`config.mk`:
```
export PLATFORM = sky130hd
export DESIGN_NAME = tick_chain_timer
export DESIGN_NICKNAME = d
export VERILOG_FILES = /design/src/rtl/tct_pkg.sv /design/src/rtl/tct_prescaler.sv /design/src/rtl/tct_rise_det.sv /design/src/rtl/tct_channel.sv /design/src/rtl/tick_chain_timer.sv
export SDC_FILE = /design/constraint.sdc
export NUM_CORES = 1
export LEC_CHECK = 0
export BUFFER_PORTS_ARGS = -buffer_cell sky130_fd_sc_hd__buf_2
export CORE_AREA = 2 2 164 166
export DETAILED_ROUTE_END_ITERATION = 8
export DIE_AREA = 0 0 166 168
export SLEW_MARGIN = 10
export SYNTH_ARGS = -nofsm -noshare
export SYNTH_HDL_FRONTEND = slang
export SYNTH_SLANG_ARGS = --single-unit
```
`constraint.sdc`:
```
create_clock -name clk -period 3.1 [get_ports clk]
set_input_delay 0.62 -clock clk [delete_from_list [all_inputs] [get_ports clk]]
set_output_delay 0.62 -clock clk [all_outputs]
set_load 0.005 [all_outputs]
```
`src/rtl/tct_pkg.sv`:
```
package tct_pkg;
    localparam int NUM_CNT = 2;
    localparam int NUM_CMP = 3;
    localparam int FLAG_W  = NUM_CNT * NUM_CMP;
    localparam int ADDR_W  = 4;

    typedef enum logic [ADDR_W-1:0] {
        ADR_RELOAD   = 4'h0,
        ADR_CTRL     = 4'h1,
        ADR_FLAG_CLR = 4'h2,
        ADR_EN_CLR   = 4'h3
    } reg_addr_e;

    // control word: start bits from START_LSB, stop bits from STOP_LSB
    // index 0 is the prescaler, 1.. are the main counters
    localparam int CTRL_START_LSB = 0;
    localparam int CTRL_STOP_LSB  = 4;
endpackage

```
`src/rtl/tct_prescaler.sv`:
```
module tct_prescaler #(
    parameter int           W        = 16,
    parameter logic [W-1:0] RESET_RC = '0
) (
    input  logic         clk,
    input  logic         rst_n,
    input  logic         start_i,
    input  logic         stop_i,
    input  logic         load_i,
    input  logic [W-1:0] load_val_i,
    output logic         tick_o,
    output logic         run_o
);
    typedef struct packed {
        logic         run;
        logic         tick;
        logic [W-1:0] cnt;
        logic [W-1:0] rc;
    } pre_state_t;

    localparam pre_state_t RESET_STATE = '{run: 1'b0, tick: 1'b0, cnt: '0, rc: RESET_RC};

    pre_state_t s_d, s_q;

    always_comb begin
        s_d = s_q;
        if (s_q.run) begin
            if (s_q.cnt == s_q.rc) begin
                s_d.cnt  = '0;
                s_d.tick = ~s_q.tick;
            end else begin
                s_d.cnt = s_q.cnt + W'(1);
            end
        end
        if (load_i) s_d.rc = load_val_i;
        if (stop_i) s_d.run = 1'b0;
        // start has priority over stop and sets a known phase
        if (start_i) begin
            s_d.run  = 1'b1;
            s_d.cnt  = '0;
            s_d.tick = 1'b0;
        end
    end

    always_ff @(posedge clk or negedge rst_n) begin
        if (!rst_n) s_q <= RESET_STATE;
        else        s_q <= s_d;
    end

    assign tick_o = s_q.tick;
    assign run_o  = s_q.run;
endmodule

```
`src/rtl/tct_rise_det.sv`:
```
module tct_rise_det (
    input  logic clk,
    input  logic rst_n,
    input  logic level_i,
    output logic rise_o
);
    logic dly_d, dly_q;

    always_comb dly_d = level_i;

    always_ff @(posedge clk or negedge rst_n) begin
        if (!rst_n) dly_q <= 1'b0;
        else        dly_q <= dly_d;
    end

    assign rise_o = level_i & ~dly_q;
endmodule

```
`src/rtl/tct_channel.sv`:
```
module tct_channel #(
    parameter int CNT_W   = 16,
    parameter int NUM_CMP = 3
) (
    input  logic               clk,
    input  logic               rst_n,
    input  logic               adv_i,
    input  logic               start_i,
    input  logic               stop_i,
    input  logic [NUM_CMP-1:0] cmp_we_i,
    input  logic [CNT_W-1:0]   cmp_val_i,
    input  logic [NUM_CMP-1:0] flag_clr_i,
    input  logic [NUM_CMP-1:0] en_clr_i,
    output logic [CNT_W-1:0]   count_o,
    output logic [NUM_CMP-1:0] flag_o,
    output logic [NUM_CMP-1:0] en_o,
    output logic               run_o,
    output logic               irq_o
);
    typedef struct packed {
        logic                           run;
        logic [CNT_W-1:0]               cnt;
        logic [NUM_CMP-1:0][CNT_W-1:0]  cmp;
        logic [NUM_CMP-1:0]             flag;
        logic [NUM_CMP-1:0]             en;
    } ch_state_t;

    ch_state_t        s_d, s_q;
    logic [CNT_W-1:0] cnt_inc;
    logic             step;

    always_comb begin
        s_d     = s_q;
        cnt_inc = s_q.cnt + CNT_W'(1);
        step    = s_q.run & adv_i & ~start_i;

        if (step)    s_d.cnt = cnt_inc;
        if (stop_i)  s_d.run = 1'b0;
        if (start_i) begin
            s_d.run = 1'b1;
            s_d.cnt = '0;
        end

        for (int k = 0; k < NUM_CMP; k++) begin
            if (flag_clr_i[k]) s_d.flag[k] = 1'b0;
            // a match beats a clear issued in the same cycle
            if (step && (cnt_inc == s_q.cmp[k])) s_d.flag[k] = 1'b1;
            if (en_clr_i[k]) s_d.en[k] = 1'b0;
            // a compare write drops any stale flag and arms the slot
            if (cmp_we_i[k]) begin
                s_d.cmp[k]  = cmp_val_i;
                s_d.flag[k] = 1'b0;
                s_d.en[k]   = 1'b1;
            end
        end
    end

    always_ff @(posedge clk or negedge rst_n) begin
        if (!rst_n) s_q <= '0;
        else        s_q <= s_d;
    end

    assign count_o = s_q.cnt;
    assign flag_o  = s_q.flag;
    assign en_o    = s_q.en;
    assign run_o   = s_q.run;
    assign irq_o   = |(s_q.flag & s_q.en);
endmodule

```
`src/rtl/tick_chain_timer.sv`:
```
module tick_chain_timer
    import tct_pkg::*;
#(
    parameter int              PRE_W    = 16,
    parameter int              CNT_W    = 16,
    parameter int              DATA_W   = 16,
    parameter logic [PRE_W-1:0] RESET_RC = '0
) (
    input  logic                      clk,
    input  logic                      rst_n,
    input  logic                      wr_en,
    input  logic [ADDR_W-1:0]         wr_addr,
    input  logic [DATA_W-1:0]         wr_data,
    output logic                      tick_o,
    output logic [NUM_CNT*CNT_W-1:0]  count_o,
    output logic [FLAG_W-1:0]         flag_o,
    output logic                      irq_o
);
    logic               sel_ctrl, sel_fclr, sel_eclr, sel_reload;
    logic               pre_start, pre_stop, pre_run;
    logic               tick_rise;
    logic [NUM_CNT-1:0] cnt_start, cnt_stop, cnt_run, cnt_irq;
    logic [FLAG_W-1:0]  cmp_we_flat, flag_clr_flat, en_clr_flat, en_all;

    always_comb begin
        sel_reload = wr_en && (wr_addr == ADR_RELOAD);
        sel_ctrl   = wr_en && (wr_addr == ADR_CTRL);
        sel_fclr   = wr_en && (wr_addr == ADR_FLAG_CLR);
        sel_eclr   = wr_en && (wr_addr == ADR_EN_CLR);

        pre_start = sel_ctrl & wr_data[CTRL_START_LSB];
        pre_stop  = sel_ctrl & wr_data[CTRL_STOP_LSB];

        flag_clr_flat = {FLAG_W{sel_fclr}} & wr_data[FLAG_W-1:0];
        en_clr_flat   = {FLAG_W{sel_eclr}} & wr_data[FLAG_W-1:0];

        for (int i = 0; i < NUM_CNT; i++) begin
            cnt_start[i] = sel_ctrl & wr_data[CTRL_START_LSB + 1 + i];
            cnt_stop[i]  = sel_ctrl & wr_data[CTRL_STOP_LSB + 1 + i];
            for (int k = 0; k < NUM_CMP; k++) begin
                cmp_we_flat[i*NUM_CMP + k] = wr_en && wr_addr[3]
                                          && (wr_addr[2] == 1'(i))
                                          && (wr_addr[1:0] == 2'(k));
            end
        end
    end

    tct_prescaler #(.W(PRE_W), .RESET_RC(RESET_RC)) u_pre (
        .clk        (clk),
        .rst_n      (rst_n),
        .start_i    (pre_start),
        .stop_i     (pre_stop),
        .load_i     (sel_reload),
        .load_val_i (wr_data[PRE_W-1:0]),
        .tick_o     (tick_o),
        .run_o      (pre_run)
    );

    tct_rise_det u_rise (
        .clk     (clk),
        .rst_n   (rst_n),
        .level_i (tick_o),
        .rise_o  (tick_rise)
    );

    for (genvar g = 0; g < NUM_CNT; g++) begin : g_ch
        tct_channel #(.CNT_W(CNT_W), .NUM_CMP(NUM_CMP)) u_ch (
            .clk        (clk),
            .rst_n      (rst_n),
            .adv_i      (tick_rise),
            .start_i    (cnt_start[g]),
            .stop_i     (cnt_stop[g]),
            .cmp_we_i   (cmp_we_flat[g*NUM_CMP +: NUM_CMP]),
            .cmp_val_i  (wr_data[CNT_W-1:0]),
            .flag_clr_i (flag_clr_flat[g*NUM_CMP +: NUM_CMP]),
            .en_clr_i   (en_clr_flat[g*NUM_CMP +: NUM_CMP]),
            .count_o    (count_o[g*CNT_W +: CNT_W]),
            .flag_o     (flag_o[g*NUM_CMP +: NUM_CMP]),
            .en_o       (en_all[g*NUM_CMP +: NUM_CMP]),
            .run_o      (cnt_run[g]),
            .irq_o      (cnt_irq[g])
        );
    end

    assign irq_o = |cnt_irq;
endmodule

```
==> results.toml, run 1 <==
[outcome]
run_status = "finished, final reports clean"

[drt]
routed_wirelength_um = 27900
drc_violations_left = 0
dr.first_iter.drc_count = 490
vias_per_cell = 5.48
drtPass1Iterations = 5
postRouteAntennaNets = 0
via_count = 7404
wire_per_inst_um = 20.7

[global_routing]
grt_util_met2 = 0.331
antenna_found_initial = 3
tot_gr_track_use = 0.204
maximum_number_of_pins_on_one_net_before_global_route_repair = 68
grt_use_met3 = 0.0329
top_usage_layer = "met2"
grt_first_pass_wirelength_um = 43800
grtUsageMet1 = 0.286
grt_pass1_vias = 7293
grt_overflow = 0

[sta]
fin_crit_sh = 0.865
timing_worst_slew_pin_value_ns = 0.794
fin_tns_setup_ns = 0
finalHoldViolations = 0
post-route-worst-setup-slack_ns = 0.420
period_needed_ns = 2.68
worst_clock_skew_ns = 0.0101
drv_slew = 0
rsz0062_at_grt = "no"
maximum_clock_rate_mhz = 373
relSlewSlack = 0.469
timing.final.setup_violations = 0

[setup_path]
worst_ep_required_time_ns = 3.44
setup.worst_path.end_class = "register"
critical-path-max-stage-delay_ns = 0.65
crit_path_max_fanout = 8
criticalPathCategory = "register to register"
cells_traversed_along_the_worst_timing_path = "ha_1 > buf_4 > nand4_1 > or4_1 > xnor2_1 > and2_1 > o2111ai_1 > o31ai_1"
slowest_stage = "sky130_fd_sc_hd__or4_1"
start_kind = "register"
arrival_ns = 3.02
reg2reg_depth = 8

[clock_network]
clk_latency_ns = 0.43
cts.reportedPaths.clkPinSlew_ns = 0.07
post_cts_setup_buffers = 0
clock_tree.htree_level_count = 4
post_cts.resized_instances = 0
cts_tree = "yes"
ctsLongestPathBuffers = 2
clock_tree.root_cell = "sky130_fd_sc_hd__clkbuf_16"
cts_sinks = 177
tritoncts.num_buffers = 17
cts_hold_repair.buffers = 0

[place]
gp_weighted_congestion = 0.920
dp_slack_ns = 0.382
dp_hpwl_um = 20300
portBuffers = 62

[synth]
synth.top_cell.area_share = 0.431
synth_commonest_cells = "sky130_fd_sc_hd__dfrtp_1, sky130_fd_sc_hd__mux2_2, sky130_fd_sc_hd__xnor2_1"
ys.flop_type = "sky130_fd_sc_hd__dfrtp_1"
async_reset_ff_frac = 1.00
synthTopCellsByArea = "sky130_fd_sc_hd__dfrtp_1, sky130_fd_sc_hd__mux2_2, sky130_fd_sc_hd__xnor2_1, sky130_fd_sc_hd__xor2_1, sky130_fd_sc_hd__buf_4"
synth.yosys.seq_area_share = 0.431
mappedNetlistNets = 1000
synth_most_common_cell = "sky130_fd_sc_hd__dfrtp_1"
count_of_flip_flops_with_a_built_in_enable_after_synthesis = 0
netlist_area_mm2 = 0.0103
avgSynthCellArea_um2 = 10.6
yosysTopAreaCell = "sky130_fd_sc_hd__dfrtp_1"
synth_seq_cells = 177
post_synth_inst_count = 974
synth_cell_type_count = 68
synthesis.yosys.warnings = 0

[run]
timing.max_cap.violations = 0

[cells_and_area]
layout.core_utilization = 0.431
ant_diodes = 0
num-nets-final = 1024
num-fill-cells = 2529
area.growth.synth_to_final_pct = 10.5
drive_gt1_frac = 0.252

[floorplan]
floorplan.core_area_mm2 = 0.0264
rows = 60
io-pin-count = 63
starting_utilization_of_the_core_area = 0.390
die_outline_area_mm2 = 0.0279
chipWidth_um = 166
fp.dieH_um = 168

[worst_hold_path]
classification_of_the_worst_slack_hold_path = "input port to async pin"

[pwr]
max-vdd-ir-drop_mv = 0.421
powerDensity_mw_per_mm2 = 786
leakagePower_nw = 4.75
==> metal layers <==
metal | up-vias | share of wire
li1 | 3454 | -
met1 | 3736 | 0.47
met2 | 179 | 0.47
met3 | 31 | 0.041
met4 | 4 | 0.014
met5 | - | 0.00093
==> power by group <==
group | internal (mW) | leakage (nW) | switching, mW
logic | 1.61 | 2.29 | 1.62
registers | 2.87 | 2.19 | 0.722
clock network | 1.15 | 0.268 | 0.955
==> cell families (layout without fill, tap and decap cells) <==
family,after synthesis,after routing,synth area share
muxes,115,115,0.126
and+or+nand+nor,307,307,0.161
AOI/OAI and AO/OA,103,103,0.0688
DFF,177,177,0.431
xor gates and xnor gates,165,165,0.153
adders and majority gates,4,4,0.00462
buffers and inverters,103,138,0.0562
==> critical path: cells and delay by family (launching register included) <==
family	cells	cell delay, ns
and+or+nand+nor	3	1.03
DFF	1	0.55
AOI/OAI and AO/OA	2	0.35
adders and majority gates	1	0.30
buffers and inverters	1	0.18
xor gates and xnor gates	1	0.18
==> cell usage in the layout (no fill, tap or decap), types with 5 or more instances in the layout <==
master / count
sky130_fd_sc_hd__dfrtp_1: 177
sky130_fd_sc_hd__mux2_2: 112
sky130_fd_sc_hd__xnor2_1: 94
sky130_fd_sc_hd__nand2_1: 72
sky130_fd_sc_hd__xor2_1: 62
sky130_fd_sc_hd__buf_2: 61
sky130_fd_sc_hd__nor2_1: 58
sky130_fd_sc_hd__buf_4: 40
sky130_fd_sc_hd__nand4_1: 34
sky130_fd_sc_hd__nand3_1: 27
sky130_fd_sc_hd__a21oi_1: 22
sky130_fd_sc_hd__o21ai_0: 21
sky130_fd_sc_hd__clkbuf_16: 17
sky130_fd_sc_hd__or3_1: 15
sky130_fd_sc_hd__nor4_1: 14
sky130_fd_sc_hd__and3_1: 12
sky130_fd_sc_hd__nor2b_1: 12
sky130_fd_sc_hd__nor3_1: 10
sky130_fd_sc_hd__nand3b_1: 9
sky130_fd_sc_hd__xnor3_1: 8
sky130_fd_sc_hd__and4_1: 7
sky130_fd_sc_hd__o31ai_1: 7
sky130_fd_sc_hd__nand2b_1: 7
sky130_fd_sc_hd__nor3b_1: 6
sky130_fd_sc_hd__a31oi_1: 6
sky130_fd_sc_hd__a21o_1: 6
sky130_fd_sc_hd__and3b_1: 5
sky130_fd_sc_hd__or4_1: 5
==> path summary, 6_finish.rpt <==
path	to	slack, ns	start
min reg2reg	g_ch[0].u_ch.en_o[2]$_DFFE_PN0P_	0.48	g_ch[0].u_ch.en_o[2]$_DFFE_PN0P_
max reg2reg	g_ch[0].u_ch.flag_o[1]$_DFFE_PN0P_	0.42	g_ch[0].u_ch.count_o[0]$_DFFE_PN0P_
min	g_ch[1].u_ch.count_o[15]$_DFFE_PN0P_	0.10	rst_n
max in group asynchronous	g_ch[0].u_ch.count_o[10]$_DFFE_PN0P_	2.24	rst_n
max	g_ch[0].u_ch.flag_o[1]$_DFFE_PN0P_	0.42	g_ch[0].u_ch.count_o[0]$_DFFE_PN0P_
min in group clk	g_ch[0].u_ch.en_o[2]$_DFFE_PN0P_	0.48	g_ch[0].u_ch.en_o[2]$_DFFE_PN0P_
==> registers in the layout, summed over array words and instances (netlist names) <==
signal             flops
g_ch.u_ch.s_q         96
g_ch.u_ch.count_o     32
u_pre.s_q             32
g_ch.u_ch.en_o         6
g_ch.u_ch.flag_o       6
g_ch.u_ch.run_o        2
u_pre.run_o            1
u_pre.tick_o           1
u_rise.dly_q           1
==> layout make-up <==
| type | count | area, µm² | share of cell area |
|---|---|---|---|
| clock buffer | 19 | 453 | 0.0399 |
| inverter | 4 | 15.0 | 0.00132 |
| timing repair buffer | 104 | 657 | 0.0578 |
| tap | 341 | 427 | 0.0376 |
| multi-input combinational | 694 | 5270 | 0.464 |
| sequential | 177 | 4430 | 0.390 |
| clock inverter | 11 | 106 | 0.00936 |
==> per-stage QoR <==
step                hold slack, ns  total power [mW]  cell area [µm²]  instances
floorplan                    0.324              6.02            10300        974
global placement             0.466              6.82            10800       1320
detailed placement           0.467              6.87            10800       1320
CTS                          0.126              8.99            11400       1350
global route                 0.130              9.48            11400       1350
finish                       0.104              8.93            11400       1350
No activity file was read; power rests on OpenSTA's default activity.
==> inputs of run 2 (changes only) <==
- CORE_AREA: 2 2 164 166 -> 2 2 230 119
- DIE_AREA: 0 0 166 168 -> 0 0 232 121
==> run 2 against run 1 <==
Non-clock buffer count stayed put; worst setup slack got worse by 0.19 ns; hold slack better by 0.049 ns; clock power grew 14%; cell area is 0.98% higher; combinational power is 4% higher; critical path type unchanged; largest cell class unchanged; largest power group unchanged.
==> results.toml, run 2 (same netlist as run 1, synthesis figures left out) <==
[sta]
post-route-worst-setup-slack_ns = 0.231
timing.final.setup_violations = 0
rsz0062_at_grt = "no"
worst_clock_skew_ns = 0.00964
fin_crit_sh = 0.926
hold_slack_ns = 0.153
timing_worst_slew_pin_value_ns = 0.838
finalHoldViolations = 0
relSlewSlack = 0.440
fin_tns_setup_ns = 0
drv_slew = 0
maximum_clock_rate_mhz = 349
period_needed_ns = 2.87

[cells_and_area]
drive_gt1_frac = 0.251
num-nets-final = 1024
most-common-layout-cells = "sky130_fd_sc_hd__dfrtp_1, sky130_fd_sc_hd__mux2_2, sky130_fd_sc_hd__xnor2_1, sky130_fd_sc_hd__nand2_1, sky130_fd_sc_hd__xor2_1"
largest_register_ff_count = 96
layoutNonFillerInstCount = 1364
layout.cells.most_common = "sky130_fd_sc_hd__dfrtp_1"
max_flop_register = "g_ch.u_ch.s_q"
area.growth.synth_to_final_pct = 11.6

[pwr]
leakagePower_nw = 4.79
clockPowerShare = 0.255
max-vdd-ir-drop_mv = 0.335
cell_internal_pwr_mw = 5.92
p_comb_frac = 0.358
power.sequential.fraction = 0.387
powerDensity_mw_per_mm2 = 817
netSwitchingFraction = 0.368
p_sw_mw = 3.45

[setup_path]
cells_traversed_along_the_worst_timing_path = "ha_1 > xor2_1 > a211oi_1 > nand4_1 > a2111oi_0 > buf_4 > nand4_1 > o31ai_1"
crit_path_max_fanout = 7
setup.worst_path.end_class = "register"
reg2reg_depth = 8
start_kind = "register"
critical_path.most_common_cell = "sky130_fd_sc_hd__nand4_1"
criticalPathCategory = "register to register"
worst_ep_required_time_ns = 3.45
arrival_ns = 3.22
critical-path-max-stage-delay_ns = 0.57
slowest_stage = "sky130_fd_sc_hd__a2111oi_0"

[global_routing]
antenna_found_initial = 2
grt_first_pass_wirelength_um = 47300
grt_pass1_vias = 7239
grt_overflow = 0
tot_gr_track_use = 0.229
maximum_number_of_pins_on_one_net_before_global_route_repair = 56

[outcome]
run_status = "finished, final reports clean"

[clock_network]
clock_tree.root_cell = "sky130_fd_sc_hd__clkbuf_16"
post_cts_setup_buffers = 0
cts_sinks = 177
tritoncts.num_buffers = 17
cts.reportedPaths.clkPinSlew_ns = 0.07
clock_tree.htree_level_count = 4
post_cts.resized_instances = 0
ctsLongestPathBuffers = 2
clk_latency_ns = 0.45
cts_tree = "yes"
cts_hold_repair.buffers = 0

[place]
gp_weighted_congestion = 0.946
dp_slack_ns = 0.301
portBuffers = 62
placed_cells_incl_taps = 1331
dp_hpwl_um = 23000

[worst_hold_path]
classification_of_the_worst_slack_hold_path = "input port to async pin"

[drt]
drtPass1Iterations = 8
via_count = 7639
wire_per_inst_um = 22.4
drc_violations_left = 0
routed_wirelength_um = 30600
postRouteAntennaNets = 0
dr.first_iter.drc_count = 889
vias_per_cell = 5.60

[floorplan]
die_outline_area_mm2 = 0.0281
rows = 42
fp.dieH_um = 121
starting_utilization_of_the_core_area = 0.395
chipWidth_um = 232
io-pin-count = 63
floorplan.core_area_mm2 = 0.0260

[run]
timing.max_cap.violations = 0
## run 2: cell types whose count changed in the layout (fill, tap and decap cells not counted)
cell,change
sky130_fd_sc_hd__clkinv_4,-1
sky130_fd_sc_hd__bufinv_16,+4
sky130_fd_sc_hd__inv_6,-1
sky130_fd_sc_hd__buf_12,+1
sky130_fd_sc_hd__diode_2,+1
sky130_fd_sc_hd__clkbuf_8,-2
sky130_fd_sc_hd__clkbuf_1,+2
sky130_fd_sc_hd__buf_4,-1
## run 2: final cells by class
class / instances / area, µm²
tap: 352 / 440
fill: 2467 / 14500
antenna: 1 / 2.50
multi-input combinational: 694 / 5270
inverter: 4 / 15.0
clock buffer: 19 / 433
sequential: 177 / 4430
clock inverter: 13 / 209
timing repair buffer: 104 / 669
## run 2: worst max-delay path, delay by kind of cell, from the launching register on
kind,cells,cell delay [ns]
AOI/OAI and AO/OA,3,1.16
xor gates and xnor gates,1,0.22
adders and majority gates,1,0.43
buffers and inverters,1,0.22
DFF,1,0.48
and+or+nand+nor,2,0.26
## run 2: metal layers
layer | GRT usage | part of all wire | vias up
met5 | 0 | 0 | -
met3 | 0.0693 | 0.085 | 22
met1 | 0.379 | 0.54 | 3885
met4 | 0.0389 | 0.0075 | 0
li1 | - | - | 3462
met2 | 0.282 | 0.37 | 270
## run 2: worst paths after layout
| path | startpoint | end | slack, ns |
|---|---|---|---|
| min in group clk | g_ch[0].u_ch.en_o[2]$_DFFE_PN0P_ | g_ch[0].u_ch.en_o[2]$_DFFE_PN0P_ | 0.48 |
| max reg2reg | g_ch[0].u_ch.count_o[0]$_DFFE_PN0P_ | g_ch[0].u_ch.flag_o[2]$_DFFE_PN0P_ | 0.23 |
| min | rst_n | g_ch[1].u_ch.s_q[30]$_DFFE_PN0P_ | 0.15 |
| min reg2reg | g_ch[0].u_ch.en_o[2]$_DFFE_PN0P_ | g_ch[0].u_ch.en_o[2]$_DFFE_PN0P_ | 0.48 |
| max in group asynchronous | rst_n | u_pre.s_q[28]$_DFFE_PN0P_ | 2.11 |
| max | g_ch[0].u_ch.count_o[0]$_DFFE_PN0P_ | g_ch[0].u_ch.flag_o[2]$_DFFE_PN0P_ | 0.23 |
## run 2: power groups by stage
stage | Sequential, mW | Combinational, mW | Clock, mW
3_3_place_gp | 3.64 | 3.27 | 0
5_1_grt | 3.72 | 3.65 | 2.55
6_report | 3.63 | 3.35 | 2.39
3_5_place_dp | 3.65 | 3.30 | 0
4_1_cts | 3.61 | 3.33 | 2.43
2_1_floorplan | 3.30 | 2.72 | 0
## run 2: through the flow
| step | power (mW) | cell area (µm²) | utilization |
|---|---|---|---|
| floorplan | 6.02 | 10300 | - |
| global placement | 6.91 | 10800 | 0.416 |
| detailed placement | 6.95 | 10800 | 0.416 |
| CTS | 9.38 | 11500 | 0.441 |
| global route | 9.92 | 11500 | 0.441 |
| finish | 9.38 | 11500 | 0.441 |
==> inputs of run 3 (changes only) <==
- ABC_AREA: unset -> 1
- CORE_AREA: 2 2 230 119 -> 2 2 225 116
- DIE_AREA: 0 0 232 121 -> 0 0 227 118
==> run 3 against run 2 <==
Sequential cell count unchanged; count of clock-buffer cells in the layout down 2; power fell by 22%; critical path depth increased by 2; core utilization fell by 0.11 points; clock skew decreased by 0.0016 ns; register-to-register slack improved by 0.26 ns; cell count is 27% higher; combinational power fell by 47%; largest cell class is now flip-flops and latches; worst setup slack better by 0.26 ns.
==> results.toml, run 3 <==
[outcome]
run_status = "finished, final reports clean"

[place]
dp_hpwl_um = 23800
gp_weighted_congestion = 0.979
portBuffers = 62

[drt]
routed_wirelength_um = 30900
vias_per_cell = 5.13
postRouteAntennaNets = 0
drtPass1Iterations = 5
dr.first_iter.drc_count = 920
wire_per_inst_um = 17.8
via_count = 8898
drc_violations_left = 0

[global_routing]
grt_overflow = 0
maximum_number_of_pins_on_one_net_before_global_route_repair = 67
antenna_found_initial = 1
grt_pass1_vias = 8073
grt_first_pass_wirelength_um = 48000
tot_gr_track_use = 0.240

[synth]
yosysTopAreaCell = "sky130_fd_sc_hd__dfrtp_1"
netlist_area_mm2 = 0.00983
synthesis.yosys.warnings = 0
count_of_flip_flops_with_a_built_in_enable_after_synthesis = 0
synth.yosys.seq_area_share = 0.451
synth_cell_type_count = 37
synth_seq_cells = 177
async_reset_ff_frac = 1.00
synth_most_common_cell = "sky130_fd_sc_hd__nand2_1"
synth.top_cell.area_share = 0.451
avgSynthCellArea_um2 = 7.28
post_synth_inst_count = 1349
synth_commonest_cells = "sky130_fd_sc_hd__nand2_1, sky130_fd_sc_hd__dfrtp_1, sky130_fd_sc_hd__inv_1"
ys.flop_type = "sky130_fd_sc_hd__dfrtp_1"
synthTopCellsByArea = "sky130_fd_sc_hd__dfrtp_1, sky130_fd_sc_hd__nand2_1, sky130_fd_sc_hd__o21ai_0, sky130_fd_sc_hd__inv_1, sky130_fd_sc_hd__nand3_1"
mappedNetlistNets = 1375

[pwr]
leakagePower_nw = 5.34
p_sw_mw = 2.57
p_comb_frac = 0.243
powerDensity_mw_per_mm2 = 668
netSwitchingFraction = 0.352
power.sequential.fraction = 0.437
clockPowerShare = 0.320
max-vdd-ir-drop_mv = 0.415
p_total_mw = 7.30
cell_internal_pwr_mw = 4.73

[floorplan]
die_outline_area_mm2 = 0.0268
rows = 41
floorplan.core_area_mm2 = 0.0248
fp.dieH_um = 118
chipWidth_um = 227
starting_utilization_of_the_core_area = 0.396
io-pin-count = 63

[setup_path]
worst_ep_required_time_ns = 3.47
cells_traversed_along_the_worst_timing_path = "nand2_1 > nor2_1 > nand4_1 > nand2_1 > nand2_1 > nand2_1 > nand3_1 > nor2_1 > nand2_1 > a21oi_1"
setup.worst_path.end_class = "register"
arrival_ns = 2.98
start_kind = "register"
reg2reg_depth = 10
slowest_stage = "sky130_fd_sc_hd__nand4_1"
rr_startpoint = "g_ch[0].u_ch.count_o[7]$_DFFE_PN0P_"
cp-startpoint = "g_ch[0].u_ch.count_o[7]$_DFFE_PN0P_"
reg2reg_setup_slack_ns = 0.49
capturing_point_of_the_worst_reg2reg_path = "g_ch[0].u_ch.flag_o[2]$_DFFE_PN0P_"
criticalPathCategory = "register to register"
crit_path_max_fanout = 5
critical-path-max-stage-delay_ns = 0.50
timing.critical_path.to = "g_ch[0].u_ch.flag_o[2]$_DFFE_PN0P_"
critical_path.most_common_cell = "sky130_fd_sc_hd__nand2_1"

[sta]
drv_slew = 0
timing.final.setup_violations = 0
timing_worst_slew_pin_value_ns = 0.737
fin_crit_sh = 0.841
relSlewSlack = 0.508
period_needed_ns = 2.61
worst_clock_skew_ns = 0.00805
fin_tns_setup_ns = 0
finalHoldViolations = 0
maximum_clock_rate_mhz = 384
rsz0062_at_grt = "no"

[clock_network]
cts_tree = "yes"
cts_sinks = 177
post_cts_setup_buffers = 0
clk_latency_ns = 0.45
post_cts.resized_instances = 0
clock_tree.htree_level_count = 4
tritoncts.num_buffers = 17
cts.reportedPaths.clkPinSlew_ns = 0.07
cts_hold_repair.buffers = 0
clock_tree.root_cell = "sky130_fd_sc_hd__clkbuf_16"
ctsLongestPathBuffers = 2

[cells_and_area]
layout.cells.most_common = "sky130_fd_sc_hd__nand2_1"
most-common-layout-cells = "sky130_fd_sc_hd__nand2_1, sky130_fd_sc_hd__dfrtp_1, sky130_fd_sc_hd__inv_1, sky130_fd_sc_hd__o21ai_0, sky130_fd_sc_hd__nand3_1"
drive_gt1_frac = 0.0920
largest_register_ff_count = 96
area.growth.synth_to_final_pct = 11.2
max_flop_register = "g_ch.u_ch.s_q"
ant_diodes = 0
num-nets-final = 1404

[worst_hold_path]
classification_of_the_worst_slack_hold_path = "input port to async pin"

[run]
timing.max_cap.violations = 0
[run 3: changes by cell type after synthesis, sizes merged, moves of 51 or more]
cell / delta
inv: +161
mux2: -109
nand2: +370
nand3: +74
o21ai: +124
xnor2: -74
xor2: -51
[run 3: per-stage QoR]
| stage | std cells | hold WS, ns | instance area (µm²) | setup WS [ns] | util |
|---|---|---|---|---|---|
| 2_1_floorplan | 1349 | 0.324 | 9830 | 1.22 | - |
| 3_3_place_gp | 1703 | 0.481 | 10300 | 0.665 | 0.415 |
| 3_5_place_dp | 1703 | 0.482 | 10300 | 0.567 | 0.415 |
| 4_1_cts | 1735 | 0.134 | 10900 | 0.592 | 0.440 |
| 5_1_grt | 1735 | 0.132 | 10900 | 0.361 | 0.440 |
| 6_report | 1735 | 0.116 | 10900 | 0.494 | 0.440 |
[run 3: worst max-delay path: cells and delay by family, from the launching register on]
family / cells / cell delay (ns)
AO/OA/AOI/OAI: 1 / 0.14
flip-flops: 1 / 0.45
AND/OR/NAND/NOR: 9 / 1.93
[run 3: final cells by class]
type                    instances  area [µm²]
inverters                     165         619
fillers                      2571       13900
repair buffers                 75         439
clock inverters                15         196
multi-input cells             942        4380
flip-flops and latches        177        4430
clock buffers                  17         425
well taps                     344         430
[run 3: power by group through the flow]
| stage | Combinational [mW] | Clock (mW) | Sequential [mW] |
|---|---|---|---|
| 3_5_place_dp | 1.75 | 0 | 3.22 |
| 2_1_floorplan | 1.32 | 0 | 3.06 |
| 5_1_grt | 2.03 | 2.48 | 3.26 |
| 6_report | 1.77 | 2.33 | 3.19 |
| 4_1_cts | 1.76 | 2.37 | 3.19 |
| 3_3_place_gp | 1.73 | 0 | 3.22 |
[run 3: per-layer routing]
| metal | part of all wire | GRT usage | up-vias |
|---|---|---|---|
| met5 | 0 | 0 | - |
| met4 | 0.0082 | 0.0466 | 0 |
| met3 | 0.12 | 0.0929 | 19 |
| met2 | 0.35 | 0.281 | 384 |
| met1 | 0.53 | 0.396 | 4144 |
| li1 | - | - | 4351 |
[run 3: worst min path at each step]
stage / start / to / slack (ns) / cells past startpoint
6_report: rst_n / g_ch[0].u_ch.s_q[22]$_DFFE_PN0P_ / 0.12 / 1
5_1_grt: rst_n / g_ch[0].u_ch.s_q[22]$_DFFE_PN0P_ / 0.13 / 1
4_1_cts: rst_n / g_ch[0].u_ch.s_q[22]$_DFFE_PN0P_ / 0.13 / 1
3_5_place_dp: g_ch[0].u_ch.run_o$_DFFE_PN0P_ / g_ch[0].u_ch.run_o$_DFFE_PN0P_ / 0.48 / 2
3_3_place_gp: g_ch[1].u_ch.run_o$_DFFE_PN0P_ / g_ch[1].u_ch.run_o$_DFFE_PN0P_ / 0.48 / 2
2_1_floorplan: rst_n / g_ch[0].u_ch.count_o[0]$_DFFE_PN0P_ / 0.32 / 0
[run 3: cell families (layout without fill, tap and decap cells)]
logic type | count (synthesis) | after routing | synth area share
DFF | 177 | 177 | 0.451
muxes | 3 | 3 | 0.00344
adders and majority gates | 3 | 3 | 0.00382
AOI/OAI and AO/OA | 193 | 193 | 0.104
and+or+nand+nor | 711 | 711 | 0.305
buffers and inverters | 230 | 272 | 0.103
xor gates and xnor gates | 32 | 32 | 0.0299
